===== src/rtl/shl_pkg.sv =====
package shl_pkg;
  localparam int REG_W   = 32;
  localparam int CNT_W   = 5;
  localparam int BYTE_W  = 8;
  localparam int HALF_W  = 16;
  localparam int WIDE_W  = 2 * REG_W;

  typedef enum logic [1:0] {
    SZ_BYTE = 2'd0,
    SZ_HALF = 2'd1,
    SZ_WORD = 2'd2,
    SZ_BAD  = 2'd3
  } size_e;

  typedef enum logic [1:0] {
    SRC_IMM  = 2'd0,
    SRC_EXT  = 2'd1,
    SRC_SELF = 2'd2,
    SRC_BAD  = 2'd3
  } src_e;

  typedef struct packed {
    logic [REG_W-1:0] merged;
    logic             carry;
    logic             zero;
    logic             neg;
  } shl_res_t;

  // Operand mask for a size code.
  function automatic logic [REG_W-1:0] size_mask(size_e sz);
    case (sz)
      SZ_BYTE: size_mask = REG_W'((64'd1 << BYTE_W) - 1);
      SZ_HALF: size_mask = REG_W'((64'd1 << HALF_W) - 1);
      default: size_mask = '1;
    endcase
  endfunction

  // Operand width in bits for a size code.
  function automatic logic [CNT_W:0] size_bits(size_e sz);
    case (sz)
      SZ_BYTE: size_bits = (CNT_W+1)'(BYTE_W);
      SZ_HALF: size_bits = (CNT_W+1)'(HALF_W);
      default: size_bits = (CNT_W+1)'(REG_W);
    endcase
  endfunction

  // Shift the sized operand, merge it into the register, derive the flags.
  function automatic shl_res_t shl_eval(size_e sz, logic [CNT_W-1:0] cnt,
                                        logic [REG_W-1:0] r);
    logic [REG_W-1:0]  mask;
    logic [WIDE_W-1:0] wide;
    logic [CNT_W:0]    w;
    shl_res_t          o;
    mask     = size_mask(sz);
    w        = size_bits(sz);
    wide     = {{(WIDE_W-REG_W){1'b0}}, r & mask} << cnt;
    o.merged = (r & ~mask) | (wide[REG_W-1:0] & mask);
    o.carry  = wide[w];
    o.zero   = ((wide[REG_W-1:0] & mask) == '0);
    o.neg    = wide[w-1];
    return o;
  endfunction
endpackage


===== src/rtl/shl_count_sel.sv =====
module shl_count_sel
  import shl_pkg::*;
(
  input  logic [1:0]       size_i,
  input  logic [1:0]       src_i,
  input  logic [2:0]       imm_sel_i,
  input  logic [7:0]       cnt_ext_i,
  input  logic [7:0]       self_hi_i,
  output logic [CNT_W-1:0] cnt_o,
  output logic             legal_o
);
  logic             imm_ok;
  logic [CNT_W-1:0] imm_cnt;

  always_comb begin
    imm_cnt = '0;
    imm_ok  = 1'b0;
    case (imm_sel_i)
      3'd0: begin imm_cnt = CNT_W'(1);  imm_ok = 1'b1; end
      3'd1: begin imm_cnt = CNT_W'(2);  imm_ok = 1'b1; end
      3'd2: begin imm_cnt = CNT_W'(4);  imm_ok = 1'b1; end
      3'd3: begin imm_cnt = CNT_W'(8);  imm_ok = (size_i != SZ_BYTE); end
      3'd4: begin imm_cnt = CNT_W'(16); imm_ok = (size_i == SZ_WORD); end
      default: begin imm_cnt = '0; imm_ok = 1'b0; end
    endcase
  end

  always_comb begin
    cnt_o   = '0;
    legal_o = (size_i != SZ_BAD);
    case (src_i)
      SRC_IMM:  begin cnt_o = imm_cnt; legal_o = legal_o && imm_ok; end
      SRC_EXT:  cnt_o = cnt_ext_i[CNT_W-1:0];
      SRC_SELF: cnt_o = self_hi_i[CNT_W-1:0];
      default:  legal_o = 1'b0;
    endcase
  end
endmodule


===== src/rtl/shl_core.sv =====
module shl_core
  import shl_pkg::*;
(
  input  logic [1:0]       size_i,
  input  logic [CNT_W-1:0] cnt_i,
  input  logic [REG_W-1:0] reg_i,
  output logic [REG_W-1:0] res_o,
  output logic             carry_o,
  output logic             zero_o,
  output logic             neg_o
);
  shl_res_t r;

  always_comb begin
    r       = shl_eval(size_e'(size_i), cnt_i, reg_i);
    res_o   = r.merged;
    carry_o = r.carry;
    zero_o  = r.zero;
    neg_o   = r.neg;
  end

  // a zero count must leave the register value untouched and clear the carry
  always_comb begin
    if (cnt_i == '0 && size_i != 2'd3) begin
      zero_cnt_chk: assert ((res_o == reg_i) && !carry_o);
    end
  end
endmodule


===== src/rtl/shl_unit.sv =====
module shl_unit
  import shl_pkg::*;
(
  input  logic        clk,
  input  logic        rst_n,
  input  logic        start_i,
  input  logic [1:0]  size_i,
  input  logic [1:0]  src_i,
  input  logic [2:0]  imm_sel_i,
  input  logic [7:0]  cnt_ext_i,
  input  logic [31:0] reg_i,
  output logic [31:0] reg_o,
  output logic        done_o,
  output logic        flag_c_o,
  output logic        flag_v_o,
  output logic        flag_z_o,
  output logic        flag_n_o,
  output logic        flag_h_o
);
  logic [CNT_W-1:0] cnt_w;
  logic             legal_w;
  logic             fire_w;
  logic [REG_W-1:0] res_w;
  logic             carry_w, zero_w, neg_w;
  logic [1:0]       size_q;

  shl_count_sel u_cnt (
    .size_i    (size_i),
    .src_i     (src_i),
    .imm_sel_i (imm_sel_i),
    .cnt_ext_i (cnt_ext_i),
    .self_hi_i (reg_i[15:8]),
    .cnt_o     (cnt_w),
    .legal_o   (legal_w)
  );

  shl_core u_core (
    .size_i  (size_i),
    .cnt_i   (cnt_w),
    .reg_i   (reg_i),
    .res_o   (res_w),
    .carry_o (carry_w),
    .zero_o  (zero_w),
    .neg_o   (neg_w)
  );

  assign fire_w = start_i && legal_w;

  always_ff @(posedge clk) begin
    if (!rst_n) begin
      reg_o    <= '0;
      done_o   <= 1'b0;
      flag_c_o <= 1'b0;
      flag_v_o <= 1'b0;
      flag_z_o <= 1'b0;
      flag_n_o <= 1'b0;
      flag_h_o <= 1'b0;
      size_q   <= 2'd0;
    end else begin
      done_o <= fire_w;
      if (fire_w) begin
        reg_o    <= res_w;
        flag_c_o <= carry_w;
        flag_v_o <= 1'b0;
        flag_z_o <= zero_w;
        flag_n_o <= neg_w;
        flag_h_o <= 1'b0;
        size_q   <= size_i;
      end
    end
  end


  vh_clear_chk: assert property (@(posedge clk) disable iff (!rst_n)
    done_o |-> (!flag_v_o && !flag_h_o));


  byte_keep_chk: assert property (@(posedge clk) disable iff (!rst_n)
    (fire_w && size_i == 2'd0) |=> (reg_o[31:8] == $past(reg_i[31:8])));


  half_keep_chk: assert property (@(posedge clk) disable iff (!rst_n)
    (fire_w && size_i == 2'd1) |=> (reg_o[31:16] == $past(reg_i[31:16])));


  illegal_drop_chk: assert property (@(posedge clk) disable iff (!rst_n)
    (start_i && !legal_w) |=> !done_o);


  hold_chk: assert property (@(posedge clk) disable iff (!rst_n)
    !fire_w |=> ($stable(reg_o) && $stable(flag_c_o) && $stable(flag_z_o)));


  neg_byte_chk: assert property (@(posedge clk) disable iff (!rst_n)
    (done_o && size_q == 2'd0) |-> (flag_n_o == reg_o[7] && flag_z_o == (reg_o[7:0] == 8'd0)));


  neg_word_chk: assert property (@(posedge clk) disable iff (!rst_n)
    (done_o && size_q == 2'd2) |-> (flag_n_o == reg_o[31] && flag_z_o == (reg_o == '0)));
endmodule


===== config.mk =====
export PLATFORM = sky130hd
export DESIGN_NAME = shl_unit
export DESIGN_NICKNAME = d
export VERILOG_FILES = /design/src/rtl/shl_pkg.sv /design/src/rtl/shl_count_sel.sv /design/src/rtl/shl_core.sv /design/src/rtl/shl_unit.sv
export SDC_FILE = /design/constraint.sdc
export NUM_CORES = 1
export LEC_CHECK = 0
export ABC_AREA = 1
export BUFFER_PORTS_ARGS = -buffer_cell sky130_fd_sc_hd__buf_4
export CAP_MARGIN = 20
export CORE_UTILIZATION = 56
export DETAILED_ROUTE_END_ITERATION = 10
export GPL_ROUTABILITY_DRIVEN = 0
export MAX_ROUTING_LAYER = met4
export PLACE_DENSITY = 0.82
export REMOVE_ABC_BUFFERS = 1
export SLEW_MARGIN = 5
export SYNTH_ARGS = -nofsm -noshare
export SYNTH_HDL_FRONTEND = slang
export SYNTH_SLANG_ARGS = --single-unit

===== constraint.sdc =====
create_clock -name clk -period 2.3 [get_ports clk]
set_input_delay 0 -clock clk [delete_from_list [all_inputs] [get_ports clk]]
set_output_delay 0 -clock clk [all_outputs]
set_load 0.02 [all_outputs]

==> metrics.csv, run 1 <==
metric,value,unit
Die Ht,87.1,um
Global Route Usage Sum,0.388,
Synth-to-Final Area Change,25.0,%
asr flop ratio synth,0,
final worst path period need,2170,ps
Final ANT Viol Nets,0,
Buf/Inv on CP,4,
sw frac,0.451,
vias in the first global route,4790,
f_max,462,MHz
HPWL after detailed placement,10.3,mm
share of cells above drive strength 1,0.202,
CP peak stage delay,190,ps
final hold vios,3,
CTS tree,done,
Final Net Count,863,
Ys Warns,0,
VDD IR max,421,uV
Worst EP required,2530,ps
WP data arrival,2400,ps
Psw,0.00116,W
#FFs+latches synth,36,
Levels on crit path,22,
Hold Worst Slack,-12.6,ps
failing checks,negative hold slack,
Post-Synthesis Cells,726,
flop2flop setup slack,1580,ps
worst hold start,reg_i[18],
setup violators final,0,
Detailed Routing Iterations Pass 1,8,
worst r2r src,reg_o[12]$_SDFFE_PN0P_,
Crit Path Class,in2reg,
Post-synth EDFFs,0,
Vias,5650,
clk buf depth,2,
Core ar.,6910,sq um
"CP delay by family, top",simple AND/OR/NAND/NOR gates,
Comb pwr share,0.524,
average size of a mapped cell,5.59,sq um
Yosys top cell by area,nand3_1,
Port Buffers,82,
Pleak,2.53,nW
worst-path maximum fanout,10,
Pwr Density,508,nW/um^2
Final Power,0.00258,W
Die X,87.1,um
measured slew at the worst slew-check pin,527,ps
Cell Int Power,0.00141,W
antenna violations before repair,0,
Worst Hold Class,in2reg,
Via density,6.25,
path depth of the worst reg2reg path,1,
clock slew at reported path FFs,100,ps
Initial Utilization,0.587,
largest net degree at the start of global routing,44,
CP max stage cell,ha_2,
relative slew slack,0.647,
Iteration-0 DRC Markers,926,
ys flop type,dfxtp_1,
global-route wire length before repair,22.7,mm
die area,7590,sq um
Pins Over Slew Limit,0,
DP Area,4830,sq um
Final Cycle Share,0.941,
Worst-Skew Late Latency,290,ps
clock sink total,36,
number of max-cap violations,0,
Startpoint Class,input port,
worst flop-to-flop path endpoint,reg_o[12]$_SDFFE_PN0P_,
CP cell instances,"buf_4, inv_1, ha_2, inv_2, nor2_4, nand2_2, nand2_4, nand2_8, buf_4, nand2_1, nand3_1, nand2_1, nand2_1, nand3_1, nand3_1, nand2_1, nand2_1, nor2_2, nand2_1, nor2_2, nand2_1, a21oi_2",
WL/cell,15.9,um
total gr overflow,0,
sequential share of the synthesized area,0.178,
Post-Route WL,14.4,mm
sequential cell fraction of total power,0.270,
clock share of power,0.206,
Crit. End Element,register,
Root Driver,clkbuf_8,
Yosys top cell area share,0.308,
mapped cell area,4060,sq um
CP dominant cell by count,nand2_1,
worst clock skew,0,ps
DRC violations left,0,
Synth area leaders,"nand3_1 31%, dfxtp_1 18%, nand2_1 16%",
outcome,"finished, violations left",
"Distinct cells, synth",34,
site row count,30,
Final Cell Area,5070,sq um
crit path to,flag_z_o$_SDFFE_PN0P_,
Num CTS Buffers,5,
Worst Setup SP,src_i[1],
Ant. Diodes,0,
H-tree depth,2,
IO Pins,88,
==> cells in the mapped netlist, types with 2 or more instances <==
| cell | instances |
|---|---|
| clkinv_1 | 2 |
| nand3_2 | 2 |
| buf_2 | 17 |
| a21oi_1 | 64 |
| inv_2 | 6 |
| nand3_1 | 250 |
| nand2_1 | 168 |
| o21ai_0 | 38 |
| nor2_4 | 2 |
| nand4_1 | 14 |
| nand2_2 | 8 |
| dfxtp_1 | 36 |
| inv_1 | 35 |
| buf_4 | 8 |
| a21oi_2 | 2 |
| ha_1 | 6 |
| nor2_1 | 21 |
| buf_6 | 4 |
| nand2_4 | 4 |
| buf_1 | 7 |
| o21ai_1 | 2 |
| clkbuf_1 | 18 |
==> logic make-up after synthesis <==
family	share of synthesized area
simple gates	0.543
compound gates	0.144
buf+inv	0.111
flops	0.178
fa+ha+maj	0.0185
xor+xnor	0.00432
other cells	0.000924
==> stage by stage <==
| step | util | worst slack [ps] | hold slack (ps) | std cells | TNS [ps] |
|---|---|---|---|---|---|
| global route | 0.734 | -42.8 | 8.25 | 904 | -42.8 |
| floorplan | - | -561 | 138 | 673 | -6900 |
| detailed placement | 0.700 | -106 | 304 | 884 | -106 |
| CTS | 0.722 | 189 | 0.211 | 898 | 0 |
| finish | 0.734 | 135 | -12.6 | 904 | 0 |
| global placement | 0.700 | -6.46 | 296 | 884 | -6.46 |
==> registers in the layout (all words and copies together), names as in the netlist <==
name	flops
reg_o	32
done_o	1
flag_c_o	1
flag_n_o	1
flag_z_o	1
==> worst min path at each step <==
stage                        endpoint  slack, ps  cells after the start
5_1_grt        reg_o[23]$_SDFFE_PN0P_          8                      3
4_1_cts        reg_o[18]$_SDFFE_PN0P_        0.2                      3
3_3_place_gp   reg_o[19]$_SDFFE_PN0P_        300                      3
3_5_place_dp   reg_o[16]$_SDFFE_PN0P_        300                      3
2_1_floorplan   flag_n_o$_SDFFE_PN0P_        140                      2
6_report       reg_o[18]$_SDFFE_PN0P_        -10                      3
==> what timing repair did <==
action	in CTS	in global routing
setup buffers	0	6
hold buffers	6	0
hold endpoints to repair	6	0
endpoints found under the setup margin	0	3
gates resized for setup	0	13
==> area by class of cell <==
cell class / instances / area [sq um]
Clock inverter: 1 / 7.51
Sequential cell: 36 / 721
Fill cell: 617 / 1830
Clock buffer: 7 / 86.3
Tap cell: 96 / 120
Inverter: 44 / 170
Multi-Input combinational cell: 593 / 2920
Timing Repair Buffer: 127 / 1050
==> cells in the final DEF (no fill, tap or decap), drive strengths merged, types with 2 or more instances in the layout <==
master,instances
a21oi,66
ha,6
nand4,14
conb,2
clkinv,2
dlygate4sd3,6
nor2,24
buf,121
inv,42
clkbuf,7
o21ai,40
dfxtp,36
nand2,180
nand3,252
==> metal layers <==
metal | track usage | vias to the layer above | wire (um)
li1 | - | 2661 | -
met1 | 0.516 | 2490 | 5860
met2 | 0.592 | 423 | 6400
met3 | 0.0749 | 76 | 1590
met4 | 0.127 | 0 | 539
met5 | - | - | 0
==> power by group through the flow <==
stage | logic [W] | clock network (W) | registers, W
finish | 0.00135 | 0.000531 | 0.000696
global placement | 0.00124 | 0 | 0.000708
floorplan | 0.000728 | 0 | 0.000765
CTS | 0.00128 | 0.000526 | 0.000696
global route | 0.00146 | 0.000546 | 0.000701
detailed placement | 0.00126 | 0 | 0.000710
Power figures use the tool's default switching activity.
==> run 2: changes to the inputs <==
--- a/config.mk
+++ b/config.mk
@@ -5,14 +5,13 @@
 export SDC_FILE = /design/constraint.sdc
 export NUM_CORES = 1
 export LEC_CHECK = 0
-export ABC_AREA = 1
 export BUFFER_PORTS_ARGS = -buffer_cell sky130_fd_sc_hd__buf_4
 export CAP_MARGIN = 20
 export CORE_UTILIZATION = 56
 export DETAILED_ROUTE_END_ITERATION = 10
 export GPL_ROUTABILITY_DRIVEN = 0
 export MAX_ROUTING_LAYER = met4
-export PLACE_DENSITY = 0.82
+export PLACE_DENSITY = 0.81
 export REMOVE_ABC_BUFFERS = 1
 export SLEW_MARGIN = 5
 export SYNTH_ARGS = -nofsm -noshare
==> constraint.sdc (replaced) <==
create_clock -name clk -period 2.3 [get_ports clk]
set_input_delay 0.115 -clock clk [delete_from_list [all_inputs] [get_ports clk]]
set_output_delay 0.115 -clock clk [all_outputs]
set_load 0.02 [all_outputs]
==> run 2 against run 1 <==
  * The flow now stops in clock tree synthesis
  * Synthesized cell count shrank 16%
  * Synthesized area increased by 4.8%
==> metrics.csv, run 2 <==
metric,value,unit
Die Ht,89.1,um
Yosys top cell by area,dfxtp_1,
asr flop ratio synth,0,
Setup Buffers After CTS,43,
sequential share of the synthesized area,0.170,
H-tree depth,2,
Failed at,clock tree synthesis,
IO Pins,88,
mapped cell area,4250,sq um
Yosys top cell area share,0.170,
Port Buffers,82,
Ys Warns,0,
error msg,"[ERROR DPL-0038] Utilization greater than 100%, impossible to legalize",
#FFs+latches synth,36,
most frequent cell after synthesis,nand2_1,
average size of a mapped cell,6.93,sq um
Die X,89.1,um
Initial Utilization,0.583,
site row count,31,
hold-fix buffers at CTS,0,
"Distinct cells, synth",74,
Post-Synthesis Cells,613,
clk buf depth,2,
clock sink total,36,
"top cells by count, synth","67 x nand2_1, 65 x a21oi_1, 58 x nor2_1",
outcome,did not finish,
Root Driver,clkbuf_8,
HPWL after detailed placement,15.4,mm
placed cells,915,
ys flop type,dfxtp_1,
Num CTS Buffers,5,
post-place setup slack,-1100,ps
Synth area leaders,"dfxtp_1 17%, a21oi_1 7.7%, nand2_1 5.9%",
cts repair resizes,160,
Post-synth EDFFs,0,
-- run 2: logic make-up after synthesis --
group	count (synthesis)	share of synthesized area
compound gates	259	0.434
xor+xnor	1	0.00206
fa+ha+maj	6	0.0177
buf+inv	73	0.0736
flops	36	0.170
mux	25	0.0636
other cells	1	0.000883
simple gates	212	0.239
-- run 2: metrics by stage --
stage	setup TNS, ps	instance area, sq um
3_5_place_dp	-22570	6130
2_1_floorplan	-40800	4000
3_3_place_gp	-19350	6130
==> run 3: changes to the inputs <==
--- a/config.mk
+++ b/config.mk
@@ -7,11 +7,10 @@
 export LEC_CHECK = 0
 export BUFFER_PORTS_ARGS = -buffer_cell sky130_fd_sc_hd__buf_4
 export CAP_MARGIN = 20
-export CORE_UTILIZATION = 56
+export CORE_UTILIZATION = 40
 export DETAILED_ROUTE_END_ITERATION = 10
 export GPL_ROUTABILITY_DRIVEN = 0
-export MAX_ROUTING_LAYER = met4
-export PLACE_DENSITY = 0.81
+export PLACE_DENSITY_LB_ADDON = 0.15
 export REMOVE_ABC_BUFFERS = 1
 export SLEW_MARGIN = 5
 export SYNTH_ARGS = -nofsm -noshare
==> run 3 against run 2 <==
  * The flow now finishes, with violations (design-rule violations, negative setup slack)
  * Synthesized cell count unchanged
  * Synthesized area unchanged
==> metrics.csv, run 3 <==
metric,value,unit
outcome,"finished, violations left",
failing checks,"design-rule violations, negative setup slack",
Num CTS Buffers,5,
Synth area leaders,"dfxtp_1 17%, a21oi_1 7.7%, nand2_1 5.9%",
number of max-cap violations,0,
Worst Hold Class,in2reg,
Crit. End Element,register,
HPWL after detailed placement,15.9,mm
WP data arrival,3320,ps
Synth-to-Final Area Change,89.7,%
CP peak stage delay,490,ps
"most common cell after layout, fill and taps aside",buf_4,
Port Buffers,82,
asr flop ratio synth,0,
placed cells,981,
clk buf depth,2,
Yosys top cell by area,dfxtp_1,
CP max stage cell,or4b_4,
IO Pins,88,
die area,11000,sq um
Initial Utilization,0.412,
Fin Setup TNS,-9570,ps
largest net degree at the start of global routing,35,
clock slew at reported path FFs,100,ps
CP cell instances,"buf_8, inv_6, ha_4, or4b_4, buf_6, nand2_4, buf_6, mux2i_1, a22oi_1, a22o_1, a222oi_1, nand2_1, o41a_1, o41ai_2",
Post-Synthesis Cells,613,
vias in the first global route,6831,
VDD IR max,425,uV
Pins Over Slew Limit,0,
Detailed Routing Iterations Pass 1,11,
antenna violations before repair,0,
Yosys top cell area share,0.170,
RSZ-0062 raised after global routing,true,
DRC violations left,6,
Worst-Skew Late Latency,300,ps
Final Cycle Share,1.35,
#FFs+latches synth,36,
Buf/Inv on CP,4,
site row count,37,
WL/cell,26.5,um
Final ANT Viol Nets,0,
most frequent cell after synthesis,nand2_1,
Ant. Diodes,0,
share of cells above drive strength 1,0.544,
H-tree depth,2,
"top cells by count, synth","67 x nand2_1, 65 x a21oi_1, 58 x nor2_1",
"Distinct cells, synth",74,
total gr overflow,0,
setup slack after layout,-799,ps
Biggest register,reg_o,
final worst path period need,3100,ps
Worst EP required,2520,ps
average size of a mapped cell,6.93,sq um
final hold vios,0,
f_max,323,MHz
"CP delay by family, top",compound AO/OA/AOI/OAI gates,
Final Net Count,960,
Pwr Density,476,nW/um^2
Global Route Usage Sum,0.419,
worst-path maximum fanout,5,
CTS tree,done,
"commonest non-fill, non-tap cells in the layout","289 x buf_4, 62 x nand2_1, 52 x nor2_1",
sequential share of the synthesized area,0.170,
Ys Warns,0,
Root Driver,clkbuf_8,
measured slew at the worst slew-check pin,720,ps
Pleak,3.43,nW
relative slew slack,0.517,
max reg flops,32,
ys flop type,dfxtp_1,
Final Non-Filler Cells,1041,
Vias,7439,
Startpoint Class,input port,
mapped cell area,4250,sq um
clock sink total,36,
Die Ht,105,um
Via density,7.15,
Die X,105,um
Iteration-0 DRC Markers,1324,
final core occ,0.781,
global-route wire length before repair,36.0,mm
Post-synth EDFFs,0,
Crit Path Class,in2reg,
CP dominant cell by count,buf_6,
worst clock skew,0,ps
Post-Route WL,27.6,mm
Core ar.,10300,sq um
Fill cells,633,
setup violators final,26,
run 3: worst paths after layout:
check / from / cells after the start / to / slack [ps]
max: src_i[0] / 14 / flag_z_o$_SDFFE_PN0P_ / -800
min: reg_i[25] / 3 / reg_o[25]$_SDFFE_PN0P_ / 140
max reg2reg: reg_o[10]$_SDFFE_PN0P_ / 2 / reg_o[10]$_SDFFE_PN0P_ / 1550
min reg2reg: reg_o[4]$_SDFFE_PN0P_ / 2 / reg_o[4]$_SDFFE_PN0P_ / 460
run 3: metrics by stage:
step                      worst slack, ps  instance area [sq um]  hold slack [ps]  total power (W)
after floorplan                     -1940                   4000              237          0.00149
after global placement              -1210                   6360              441          0.00242
after detailed placement            -1280                   6360              449          0.00243
after CTS                            -419                   7390              154          0.00334
after global routing                -1120                   8060              153          0.00393
final                                -799                   8060              143          0.00384
run 3: cell families (layout without fill, tap and decap cells):
| family | count (synthesis) | count (layout) | share of synthesized area |
|---|---|---|---|
| flops | 36 | 36 | 0.170 |
| other cells | 1 | 2 | 0.000883 |
| mux | 25 | 25 | 0.0636 |
| fa+ha+maj | 6 | 6 | 0.0177 |
| compound gates | 259 | 260 | 0.434 |
| xor+xnor | 1 | 1 | 0.00206 |
| buf+inv | 73 | 363 | 0.0736 |
| simple gates | 212 | 212 | 0.239 |
run 3: routing by layer:
metal,part of all wire,wire length (um),global-route usage
met1,0.33,9190,0.473
met2,0.42,11600,0.665
met3,0.15,4090,0.143
met4,0.097,2670,0.284
met5,0,0,0
run 3: power breakdown:
part	internal (W)	total [W]	switching, W
logic	0.00115	0.00256	0.00140
clock network	0.000323	0.000598	0.000275
registers	0.000663	0.000683	0.0000197
total	0.00214	0.00384	0.00170
run 3: area by class of cell:
type	count	area, sq um	share of cell area
multi-input cells	506	4230	0.524
clock inverters	2	35.0	0.00435
repair buffers	338	2760	0.343
clock buffers	6	72.6	0.00900
flip-flops and latches	36	721	0.0894
well taps	136	170	0.0211
inverters	17	76.3	0.00947
run 3: what timing repair did:
item | CTS | global route
gates cloned | 0 | 1
buffers inserted | 29 | 25
hold buffers | 0 | 0
resized for setup | 147 | 100
pin swaps | 53 | 51
endpoints found under the setup margin | 29 | 29
run 3: worst reg2reg max path, delay by kind of cell, from the launching register on:
family / cells / cell delay, ps
compound gates: 1 / 250
flops: 1 / 350
simple gates: 1 / 50
